--- config.mk ---
export PLATFORM = sky130hd
export DESIGN_NAME = qrep_load_unit
export DESIGN_NICKNAME = d
export VERILOG_FILES = /design/src/rtl/qrep_pkg.sv /design/src/rtl/qrep_addr_gen.sv /design/src/rtl/qrep_mask_gen.sv /design/src/rtl/qrep_merge.sv /design/src/rtl/qrep_load_unit.sv
export SDC_FILE = /design/constraint.sdc
export NUM_CORES = 1
export LEC_CHECK = 0
export BUFFER_PORTS_ARGS = -buffer_cell sky130_fd_sc_hd__buf_2
export CORE_AREA = 5 5 350 352
export DETAILED_ROUTE_END_ITERATION = 7
export DIE_AREA = 0 0 355 357
export GPL_ROUTABILITY_DRIVEN = 0
export PLACE_DENSITY_LB_ADDON = 0.25
export SLEW_MARGIN = 10
export SYNTH_ARGS = -nofsm -noshare
export SYNTH_HDL_FRONTEND = slang
export SYNTH_SLANG_ARGS = --single-unit
--- constraint.sdc ---
create_clock -name clk -period 5.5 [get_ports clk]
set_input_delay 0.55 -clock clk [delete_from_list [all_inputs] [get_ports clk]]
set_output_delay 0.55 -clock clk [all_outputs]
set_load 0.05 [all_outputs]
--- src/rtl/qrep_pkg.sv ---
package qrep_pkg;
  localparam int QBYTES = 16;
  localparam int QBITS  = QBYTES * 8;

  typedef enum logic [1:0] {
    ST_IDLE = 2'd0,
    ST_REQ  = 2'd1,
    ST_WAIT = 2'd2,
    ST_DONE = 2'd3
  } qrep_state_e;
endpackage

--- src/rtl/qrep_addr_gen.sv ---
module qrep_addr_gen #(
  parameter int AW = 64
) (
  input  logic [AW-1:0] base,
  input  logic [AW-1:0] offset,
  input  logic [3:0]    imm4,
  input  logic          imm_form,
  input  logic [1:0]    esize_log2,
  output logic [AW-1:0] ea
);
  logic [AW-1:0] imm_ext;
  logic [AW-1:0] imm_scaled;
  logic [AW-1:0] off_scaled;

  assign imm_ext    = {{(AW-4){imm4[3]}}, imm4};
  assign imm_scaled = imm_ext << 4;
  assign off_scaled = offset << esize_log2;
  assign ea         = base + (imm_form ? imm_scaled : off_scaled);
endmodule

--- src/rtl/qrep_mask_gen.sv ---
module qrep_mask_gen #(
  parameter int NB = qrep_pkg::QBYTES
) (
  input  logic [NB-1:0] pred,
  input  logic [1:0]    esize_log2,
  output logic [NB-1:0] be,
  output logic          none_active
);
  always_comb begin
    for (int b = 0; b < NB; b++) begin
      int lead;
      lead  = b - (b % (1 << esize_log2));
      be[b] = pred[lead];
    end
  end

  assign none_active = ~|be;
endmodule

--- src/rtl/qrep_merge.sv ---
module qrep_merge #(
  parameter int VLEN = 512
) (
  input  logic [qrep_pkg::QBITS-1:0]  raw,
  input  logic [qrep_pkg::QBYTES-1:0] be,
  output logic [VLEN-1:0]             vec
);
  localparam int NSEG = VLEN / qrep_pkg::QBITS;

  logic [qrep_pkg::QBITS-1:0] quad;

  always_comb begin
    for (int b = 0; b < qrep_pkg::QBYTES; b++)
      quad[b*8 +: 8] = be[b] ? raw[b*8 +: 8] : 8'h00;
  end

  for (genvar s = 0; s < NSEG; s++) begin : g_seg
    assign vec[s*qrep_pkg::QBITS +: qrep_pkg::QBITS] = quad;
  end
endmodule

--- src/rtl/qrep_load_unit.sv ---
module qrep_load_unit #(
  parameter int VLEN = 512,
  parameter int AW   = 64
) (
  input  logic            clk,
  input  logic            rst,
  input  logic            in_valid,
  output logic            in_ready,
  input  logic [24:0]     in_instr,
  input  logic            in_imm_form,
  input  logic [AW-1:0]   in_base,
  input  logic [AW-1:0]   in_offset,
  input  logic [15:0]     in_pred,
  output logic            busy,
  output logic            mem_req_valid,
  input  logic            mem_req_ready,
  output logic [AW-1:0]   mem_req_addr,
  output logic [15:0]     mem_req_be,
  input  logic            mem_rsp_valid,
  input  logic [127:0]    mem_rsp_data,
  output logic            wr_en,
  output logic [4:0]      wr_idx,
  output logic [VLEN-1:0] wr_data,
  output logic            done,
  output logic            undef_flag,
  output logic            align_flag
);
  import qrep_pkg::*;

  localparam logic [4:0] SP_FIELD = 5'd31;

  qrep_state_e st;

  logic [1:0]      esz;
  logic            bad_enc;
  logic            sp_misaligned;
  logic [AW-1:0]   ea;
  logic [15:0]     be;
  logic            none_active;
  logic [VLEN-1:0] merged;
  logic            unused_bits;

  logic [AW-1:0]   ea_q;
  logic [15:0]     be_q;
  logic [4:0]      dst_q;
  logic [VLEN-1:0] wr_data_q;
  logic            done_q, wr_en_q, undef_q, align_q;

  assign esz           = in_instr[24:23];
  assign bad_enc       = |in_instr[22:21];
  assign sp_misaligned = (in_instr[9:5] == SP_FIELD) && (|in_base[3:0]);
  assign unused_bits   = ^{in_instr[20], in_instr[15:10]};

  qrep_addr_gen #(.AW(AW)) addr_i (
    .base       (in_base),
    .offset     (in_offset),
    .imm4       (in_instr[19:16]),
    .imm_form   (in_imm_form),
    .esize_log2 (esz),
    .ea         (ea)
  );

  qrep_mask_gen #(.NB(QBYTES)) mask_i (
    .pred        (in_pred),
    .esize_log2  (esz),
    .be          (be),
    .none_active (none_active)
  );

  qrep_merge #(.VLEN(VLEN)) merge_i (
    .raw (mem_rsp_data),
    .be  (be_q),
    .vec (merged)
  );

  always_ff @(posedge clk) begin
    if (rst) begin
      st        <= ST_IDLE;
      ea_q      <= '0;
      be_q      <= '0;
      dst_q     <= '0;
      wr_data_q <= '0;
      done_q    <= 1'b0;
      wr_en_q   <= 1'b0;
      undef_q   <= 1'b0;
      align_q   <= 1'b0;
    end else begin
      done_q  <= 1'b0;
      wr_en_q <= 1'b0;
      undef_q <= 1'b0;
      align_q <= 1'b0;
      case (st)
        ST_IDLE: begin
          if (in_valid) begin
            ea_q  <= ea;
            be_q  <= be;
            dst_q <= in_instr[4:0];
            if (bad_enc) begin
              st      <= ST_DONE;
              done_q  <= 1'b1;
              undef_q <= 1'b1;
            end else if (sp_misaligned) begin
              st      <= ST_DONE;
              done_q  <= 1'b1;
              align_q <= 1'b1;
            end else if (none_active) begin
              st        <= ST_DONE;
              done_q    <= 1'b1;
              wr_en_q   <= 1'b1;
              wr_data_q <= '0;
            end else begin
              st <= ST_REQ;
            end
          end
        end
        ST_REQ: begin
          if (mem_req_ready) st <= ST_WAIT;
        end
        ST_WAIT: begin
          if (mem_rsp_valid) begin
            st        <= ST_DONE;
            done_q    <= 1'b1;
            wr_en_q   <= 1'b1;
            wr_data_q <= merged;
          end
        end
        default: st <= ST_IDLE;
      endcase
    end
  end

  assign in_ready      = (st == ST_IDLE);
  assign busy          = (st != ST_IDLE);
  assign mem_req_valid = (st == ST_REQ);
  assign mem_req_addr  = ea_q;
  assign mem_req_be    = be_q;
  assign wr_en         = wr_en_q;
  assign wr_idx        = dst_q;
  assign wr_data       = wr_data_q;
  assign done          = done_q;
  assign undef_flag    = undef_q;
  assign align_flag    = align_q;
endmodule

==> results of run 1 <==
-- through the flow --
step | instance area (um2) | setup slack (ns) | hold slack, ns
3_3_place_gp | 24000 | 0.113 | 0.436
5_1_grt | 25100 | 0.469 | 0.0843
6_report | 25100 | 0.737 | 0.137
4_1_cts | 25100 | 0.750 | 0.0620
3_5_place_dp | 24000 | 0.0669 | 0.443
2_1_floorplan | 20100 | 0.0157 | 0.509
-- report_power, final --
group	internal [mW]	switching, mW	total [mW]	leakage, nW
Combinational	1.01	2.51	3.52	10.0
Clock	1.36	0.911	2.27	0.555
Sequential	1.77	0.190	1.96	1.78
-- final cells by class --
| class | instances | area [um2] |
|---|---|---|
| clock inverters | 19 | 265 |
| repair buffers | 1000 | 5370 |
| inverters | 338 | 1270 |
| well taps | 1548 | 1940 |
| fillers | 13400 | 93900 |
| multi-input cells | 1500 | 11000 |
| diodes | 13 | 32.5 |
| clock buffers | 39 | 866 |
| flip-flops and latches | 219 | 4380 |
-- kinds of logic (layout without fill, tap and decap cells) --
| family | after synthesis | in the layout | synth area share (%) |
|---|---|---|---|
| buffers and inverters | 853 | 1396 | 23.5 |
| AOI/OAI and AO/OA | 608 | 608 | 21.5 |
| DFF | 219 | 219 | 21.8 |
| muxes | 158 | 158 | 11.9 |
| xor gates and xnor gates | 58 | 58 | 2.60 |
| and+or+nand+nor | 586 | 586 | 13.1 |
| other | 0 | 13 | 0 |
| adders and majority gates | 90 | 90 | 5.64 |
-- cell usage after synthesis (24+ instances only) --
master and number:
sky130_fd_sc_hd__o21ai_0 127, sky130_fd_sc_hd__mux2i_1 66, sky130_fd_sc_hd__buf_4 385, sky130_fd_sc_hd__mux4_2 57
sky130_fd_sc_hd__nand2_1 284, sky130_fd_sc_hd__ha_1 89, sky130_fd_sc_hd__o211ai_1 24, sky130_fd_sc_hd__inv_1 336
sky130_fd_sc_hd__mux2_2 32, sky130_fd_sc_hd__xnor2_1 34, sky130_fd_sc_hd__buf_2 26, sky130_fd_sc_hd__a211oi_1 33
sky130_fd_sc_hd__nor2_1 120, sky130_fd_sc_hd__clkbuf_1 82, sky130_fd_sc_hd__dfxtp_1 219, sky130_fd_sc_hd__nand3_1 42
sky130_fd_sc_hd__o221ai_1 129, sky130_fd_sc_hd__a21oi_1 137
-- flip-flops by register name, summed over array words and instances, names as in the netlist --
| register | flops |
|---|---|
| st | 2 |
| wr_en | 1 |
| undef_flag | 1 |
| align_flag | 1 |
| done | 1 |
| mem_req_be | 16 |
| wr_idx | 5 |
| mem_req_addr | 64 |
| wr_data | 128 |
-- per-layer routing --
layer  up-vias  global-route usage [%]  routed length (um)
met5         -                       0                  81
li1       9639                       -                   -
met3        93                    4.58                8690
met2       705                    27.2               51400
met1      9650                    19.3               44100
met4        10                    4.72                3620
-- worst max-delay path: cells and delay by family --
family | cells | cell delay, ns
multiplexers | 3 | 0.56
AND/OR/NAND/NOR | 4 | 1.14
adder cells (fa/ha/maj) | 3 | 0.81
AO/OA/AOI/OAI | 5 | 1.28
buffers and inverters | 6 | 0.88
-- final timing paths --
path | from | end | depth (start not counted)
max | in_instr[23] | wr_data[421] | 21
min | in_instr[21] | align_flag | 2
max reg2reg | st[1] | mem_req_addr[50] | 7
min reg2reg | mem_req_addr[55] | mem_req_addr[55] | 2
-- cell usage in the layout, fill, tap and decap left out, types with 34 or more instances in the layout --
master and count:
sky130_fd_sc_hd__inv_1 334, sky130_fd_sc_hd__dfxtp_1 219, sky130_fd_sc_hd__nand2_1 283, sky130_fd_sc_hd__ha_1 89
sky130_fd_sc_hd__o221ai_1 129, sky130_fd_sc_hd__o21ai_0 127, sky130_fd_sc_hd__mux4_2 57, sky130_fd_sc_hd__buf_4 96
sky130_fd_sc_hd__mux2i_1 66, sky130_fd_sc_hd__nor2_1 119, sky130_fd_sc_hd__xnor2_1 34, sky130_fd_sc_hd__a21oi_1 136
sky130_fd_sc_hd__buf_2 896, sky130_fd_sc_hd__nand3_1 42
==> reports/qor.csv, run 1 <==
stage,metric,value,unit
yosys,ys_top_cells_by_area,"sky130_fd_sc_hd__dfxtp_1 22%, sky130_fd_sc_hd__buf_4 14%, sky130_fd_sc_hd__mux4_2 6.4%",
final_layout,layout_overhead_on_the_synthesized_area,25.1,%
run,cap_viol_max_count,0,
grt,grt_antenna_before_repair,20,
status,outcome,"complete, no violations",
sta,tightestPinTransition,0.923,ns
drt,vias,20100,
clocking,clock_tree_from_tritoncts,built,
sta,final_period_minus_worst_setup_slack,4.76,ns
yosys,synth.top_cell.area_share,21.8,%
final_layout,num-nets-final,3483,
yosys,netlist-cell-type-count,84,
min_path,hp-class,input port to flip-flop,
floorplanning,boundaryPins,907,
drt,final_antenna_net_count,0,
critical_path,rrSetupSlack,2.37,ns
clocking,postCtsSetupRepairBufs,0,
yosys,synthArstFlopShare,0,%
floorplanning,die_width,355,um
sta,portion_of_the_clock_cycle_consumed_by_the_worst_path_in_the_final_layout,86.6,%
clocking,htree_levels,1,
sta,number_of_failing_setup_endpoints_in_the_final_timing_report,0,
pwr,power_density,309,nW/um2
drt,postRouteWirelength,108,mm
sta,report.final.slew_viol_count,0,
clocking,number_of_clock_sinks,219,
sta,setup-tns-final,0,ns
grt,grt_pass1_vias,19100,
clocking,worst_setup_hold_path_clk_slew,0.06,ns
final_layout,layout-drive-gt1-share,38.0,%
yosys,synth_warnings,0,
floorplanning,die_height,357,um
clocking,quantity_of_hold_fixing_buffers_added_after_cts,0,
clocking,ctsLongestPathBuffers,3,
clocking,tritoncts.num_buffers,31,
pwr,p_leak,12.4,nW
grt,global_route_wire_length_before_repair,148,mm
yosys,netlist.top_cell.by_area,sky130_fd_sc_hd__dfxtp_1,
clocking,cts.root.buffer_cell,sky130_fd_sc_hd__clkbuf_16,
critical_path,crit_arrival,5.25,ns
critical_path,critPathRequiredTime,5.99,ns
sta,rsz0062_at_grt,false,
sta,timing_hold_violations_final,0,
sta,worst_rel_slew_slack,38.3,%
place,post_dp_hpwl,87.8,mm
place,port-buffer-count,899,
critical_path,worst_path_cell_with_the_longest_stage_delay,sky130_fd_sc_hd__a211o_2,
floorplanning,start_util,16.9,%
critical_path,worst_setup_path_category,input port to flip-flop,
final_layout,final_core_utilization,21.1,%
final_layout,final_cell_count_no_fill,4676,
critical_path,critPathMaxFanout,25,
floorplanning,std_cell_rows,127,
drt,drc,0,
critical_path,crit_chain,buf_4 > clkinv_1 > ha_1 > inv_1 > ha_1 > o21ba_2 > a22o_2 > or4_4 > or2_2 > and3_1 > inv_1 > ha_1 > mux2i_1 > mux2i_1 > mux2i_1 > nand3_1 > a211o_2 > o211ai_1 > buf_12 > buf_12 > o221ai_1,
yosys,synth.net_count,2965,
pwr,finalPower,7.76,mW
critical_path,timing.critical_path.to_type,flip-flop,
grt,grt_max_degree,72,
place,dpl.cell_count,4605,
drt,drt_iter0_drc,1210,
yosys,ys_ff_latch,219,
sta,max_freq,0.210,GHz
yosys,syn_avg_cell_area,7.81,um2
yosys,synth_top_flop_cell,sky130_fd_sc_hd__dfxtp_1,
pwr,worst_ir_drop_vdd,259,uV
drt,vias_per_cell,4.30,
yosys,synth_enable_flop_cells,0,
sta,fin_worst_skew,0.0160,ns
drt,drt_first_pass_iters,5,
critical_path,critical_path.startpoint_type,input port,
clocking,clock_insertion_delay_worst_skew,0.62,ns
yosys,mappedNetlistArea,20100,um2
yosys,synth.yosys.seq_area_share,21.8,%
critical_path,critPathMaxStageDelay,0.43,ns
grt,globalRoute.totalOverflow,0,
floorplanning,die_area,127000,um2
clocking,post_cts.resized_instances,0,
yosys,synth_cells,2572,
grt,groute.usage.overall,15.9,%
floorplanning,core_area,119000,um2
drt,routed_wire_per_std_cell,23.1,um
No activity file was read; power rests on OpenSTA's default activity.
==> run 2: changes to the inputs <==
==> constraint.sdc (replaced) <==
create_clock -name clk -period 5.5 [get_ports clk]
set_input_delay 0.275 -clock clk [delete_from_list [all_inputs] [get_ports clk]]
set_output_delay 0.275 -clock clk [all_outputs]
set_load 0.05 [all_outputs]
==> run 2 against run 1 <==
- global-route usage increased by 0.42 points
- setup slack got worse by 0.075 ns
- combinational power increased by 2%
- clock power increased by 4%
- cell area increased by 4.9%
- cell count increased by 2.5%
- sequential cell count unchanged
- sequential share of layout area decreased by 0.81 points
- highest routed layer unchanged
==> reports/qor.csv, run 2 (same netlist as run 1, synthesis figures left out) <==
stage,metric,value,unit,change
drt,drc,0,,unchanged
sta,rsz0062_at_grt,false,,unchanged
drt,final_antenna_net_count,0,,unchanged
critical_path,critPathRequiredTime,5.98,ns,was 5.99 ns
sta,worst_rel_slew_slack,22.8,%,was 38.3%
floorplanning,start_util,16.9,%,unchanged
pwr,sequentialPowerShare,24.8,%,was 25.3%
grt,grt_pass1_vias,19900,,was 19100
drt,vias,20500,,was 20100
place,post_dp_hpwl,88.8,mm,was 87.8 mm
place,dpl.cell_count,4584,,was 4605
critical_path,first_element_of_the_critical_path,in_instr[24],,was in_instr[23]
grt,global_route_wire_length_before_repair,152,mm,was 148 mm
sta,timing_hold_violations_final,0,,unchanged
place,port-buffer-count,899,,unchanged
run,cap_viol_max_count,0,,unchanged
critical_path,critical_path.startpoint_type,input port,,unchanged
sta,final_period_minus_worst_setup_slack,4.84,ns,was 4.76 ns
drt,detail_route.wirelength.met1,44.9,mm,was 44.1 mm
sta,number_of_failing_setup_endpoints_in_the_final_timing_report,0,,unchanged
critical_path,critPathMaxFanout,17,,was 25
final_layout,most_common_cell_after_layout_fill_and_taps_aside,sky130_fd_sc_hd__buf_2,,unchanged
clocking,clock_insertion_delay_worst_skew,0.58,ns,was 0.62 ns
pwr,power.clock.fraction,29.8,%,was 29.3%
clocking,tritoncts.num_buffers,35,,was 31
critical_path,critPathMaxStageDelay,0.50,ns,was 0.43 ns
sta,portion_of_the_clock_cycle_consumed_by_the_worst_path_in_the_final_layout,88.0,%,was 86.6%
grt,grt_antenna_before_repair,24,,was 20
pwr,power_dissipated_by_switching_net_loads,3.71,mW,was 3.61 mW
critical_path,crit_chain,buf_4 > inv_1 > ha_1 > inv_1 > ha_1 > o21ba_2 > a22o_2 > or4_4 > or2_2 > and3_1 > inv_1 > ha_1 > mux2i_1 > mux2i_1 > mux2i_1 > nand3_1 > a2111oi_4 > buf_4 > o211ai_1 > buf_4 > o221ai_1,,was buf_4 > clkinv_1 > ha_1 > inv_1 > ha_1 > o21ba_2 > a22o_2 > or4_4 > or2_2 > and3_1 > inv_1 > ha_1 > mux2i_1 > mux2i_1 > mux2i_1 > nand3_1 > a211o_2 > o211ai_1 > buf_12 > buf_12 > o221ai_1
pwr,p_leak,12.8,nW,was 12.4 nW
floorplanning,boundaryPins,907,,unchanged
pwr,power_frac_comb,45.4,%,about the same
pwr,power_density,301,nW/um2,was 309 nW/um2
clocking,worst_setup_hold_path_clk_slew,0.05,ns,was 0.06 ns
final_layout,largest_register_ffs,128,,unchanged
drt,postRouteWirelength,110,mm,was 108 mm
clocking,post_cts.resized_instances,0,,unchanged
floorplanning,die_width,355,um,unchanged
sta,tightestPinTransition,1.16,ns,was 0.923 ns
clocking,number_of_clock_sinks,219,,unchanged
critical_path,worst_path_cell_with_the_longest_stage_delay,sky130_fd_sc_hd__buf_4,,was sky130_fd_sc_hd__a211o_2
critical_path,crit-reg2reg-launch,st[1],,unchanged
pwr,p_int,4.23,mW,was 4.14 mW
sta,report.final.slew_viol_count,0,,unchanged
final_layout,num-nets-final,3601,,was 3483
clocking,ctsLongestPathBuffers,3,,unchanged
grt,globalRoute.totalOverflow,0,,unchanged
status,outcome,"complete, no violations",,unchanged
drt,detailroute.wirelength.met3,9.48,mm,was 8.69 mm
final_layout,layout-drive-gt1-share,35.8,%,was 38.0%
drt,vias_per_cell,4.28,,was 4.30
grt,groute.usage.overall,16.3,%,was 15.9%
clocking,clock_tree_from_tritoncts,built,,unchanged
sta,setup-tns-final,0,ns,unchanged
sta,fin_worst_skew,0.0209,ns,was 0.0160 ns
min_path,min_from,mem_rsp_data[11],,was in_instr[21]
drt,drt_iter0_drc,1333,,was 1210
drt,drt_first_pass_iters,6,,was 5
grt,grt_max_degree,100,,was 72
final_layout,n_fill_cell,13300,,was 13400
pwr,worst_ir_drop_vdd,170,uV,was 259 uV
final_layout,layout_common_cells,"896 x sky130_fd_sc_hd__buf_2, 335 x sky130_fd_sc_hd__inv_1, 283 x sky130_fd_sc_hd__nand2_1, 219 x sky130_fd_sc_hd__dfxtp_1, 136 x sky130_fd_sc_hd__a21oi_1",,"was 896 x sky130_fd_sc_hd__buf_2, 334 x sky130_fd_sc_hd__inv_1, 283 x sky130_fd_sc_hd__nand2_1, 219 x sky130_fd_sc_hd__dfxtp_1, 136 x sky130_fd_sc_hd__a21oi_1"
final_layout,layout_overhead_on_the_synthesized_area,31.2,%,was 25.1%
clocking,htree_levels,2,,was 1
critical_path,crit_arrival,5.32,ns,was 5.25 ns
critical_path,worst_setup_path_category,input port to flip-flop,,unchanged
final_layout,final_cell_count_no_fill,4794,,was 4676
drt,routed_wire_per_std_cell,22.9,um,was 23.1 um
floorplanning,die_area,127000,um2,unchanged
clocking,cts.root.buffer_cell,sky130_fd_sc_hd__clkbuf_16,,unchanged
floorplanning,die_height,357,um,unchanged
floorplanning,std_cell_rows,127,,unchanged
drt,highest_layer,met5,,unchanged
pwr,power.switching_fraction,46.7,%,was 46.6%
min_path,hp-class,input port to flip-flop,,unchanged
floorplanning,core_area,119000,um2,unchanged
sta,max_freq,0.207,GHz,was 0.210 GHz
critical_path,timing.critical_path.to_type,flip-flop,,unchanged
drt,met2WireLength,51.6,mm,was 51.4 mm
==> run 2: repair_timing <==
item,in CTS,in global routing
setup endpoints to repair,0,0
hold buffers,135,0
endpoints found under the hold margin,134,0
setup buffers,0,0
==> run 2: path summary, 6_finish.rpt <==
check	to	slack, ns	cells past startpoint
min	wr_data[395]	0.07	3
max	wr_data[401]	0.66	21
min reg2reg	mem_req_addr[3]	0.45	2
max reg2reg	align_flag	1.75	7
==> run 2: layer usage <==
| layer | global-route usage [%] | up-vias |
|---|---|---|
| li1 | - | 9875 |
| met1 | 19.9 | 9761 |
| met2 | 27.3 | 753 |
| met3 | 5.38 | 112 |
| met4 | 5.09 | 20 |
| met5 | 0 | - |
==> run 2: critical path: cells and delay by family <==
kind | cells | cell delay, ns
and+or+nand+nor | 4 | 1.16
adders and majority gates | 3 | 0.86
muxes | 3 | 0.53
buffers and inverters | 6 | 1.28
AOI/OAI and AO/OA | 5 | 1.17
==> run 2: area by class of cell <==
class	instances	area, um2	share of cell area (%)
multi-input combinational	1500	11000	41.8
timing repair buffer	1114	6530	24.8
sequential	219	4380	16.6
tap	1548	1940	7.35
inverter	338	1270	4.81
clock buffer	49	998	3.79
clock inverter	13	184	0.698
antenna	13	32.5	0.123
==> run 2: stage by stage <==
step	hold slack, ns	util [%]	area [um2]	worst slack [ns]	power [mW]
finish	0.0652	22.1	26400	0.662	7.94
detailed placement	0.443	20.0	23800	0.114	5.59
CTS	0.0123	22.1	26300	0.742	8.14
floorplan	0.353	-	20100	0.0610	4.39
global placement	0.437	20.0	23800	0.242	5.60
global route	0.0562	22.1	26300	0.359	8.42
==> run 2: power groups by stage <==
stage | clock network [mW] | registers (mW) | logic, mW
finish | 2.37 | 1.97 | 3.60
global route | 2.54 | 1.99 | 3.89
CTS | 2.49 | 1.98 | 3.66
detailed placement | 0 | 2.01 | 3.57
global placement | 0 | 2.00 | 3.59
floorplan | 0 | 2.54 | 1.85
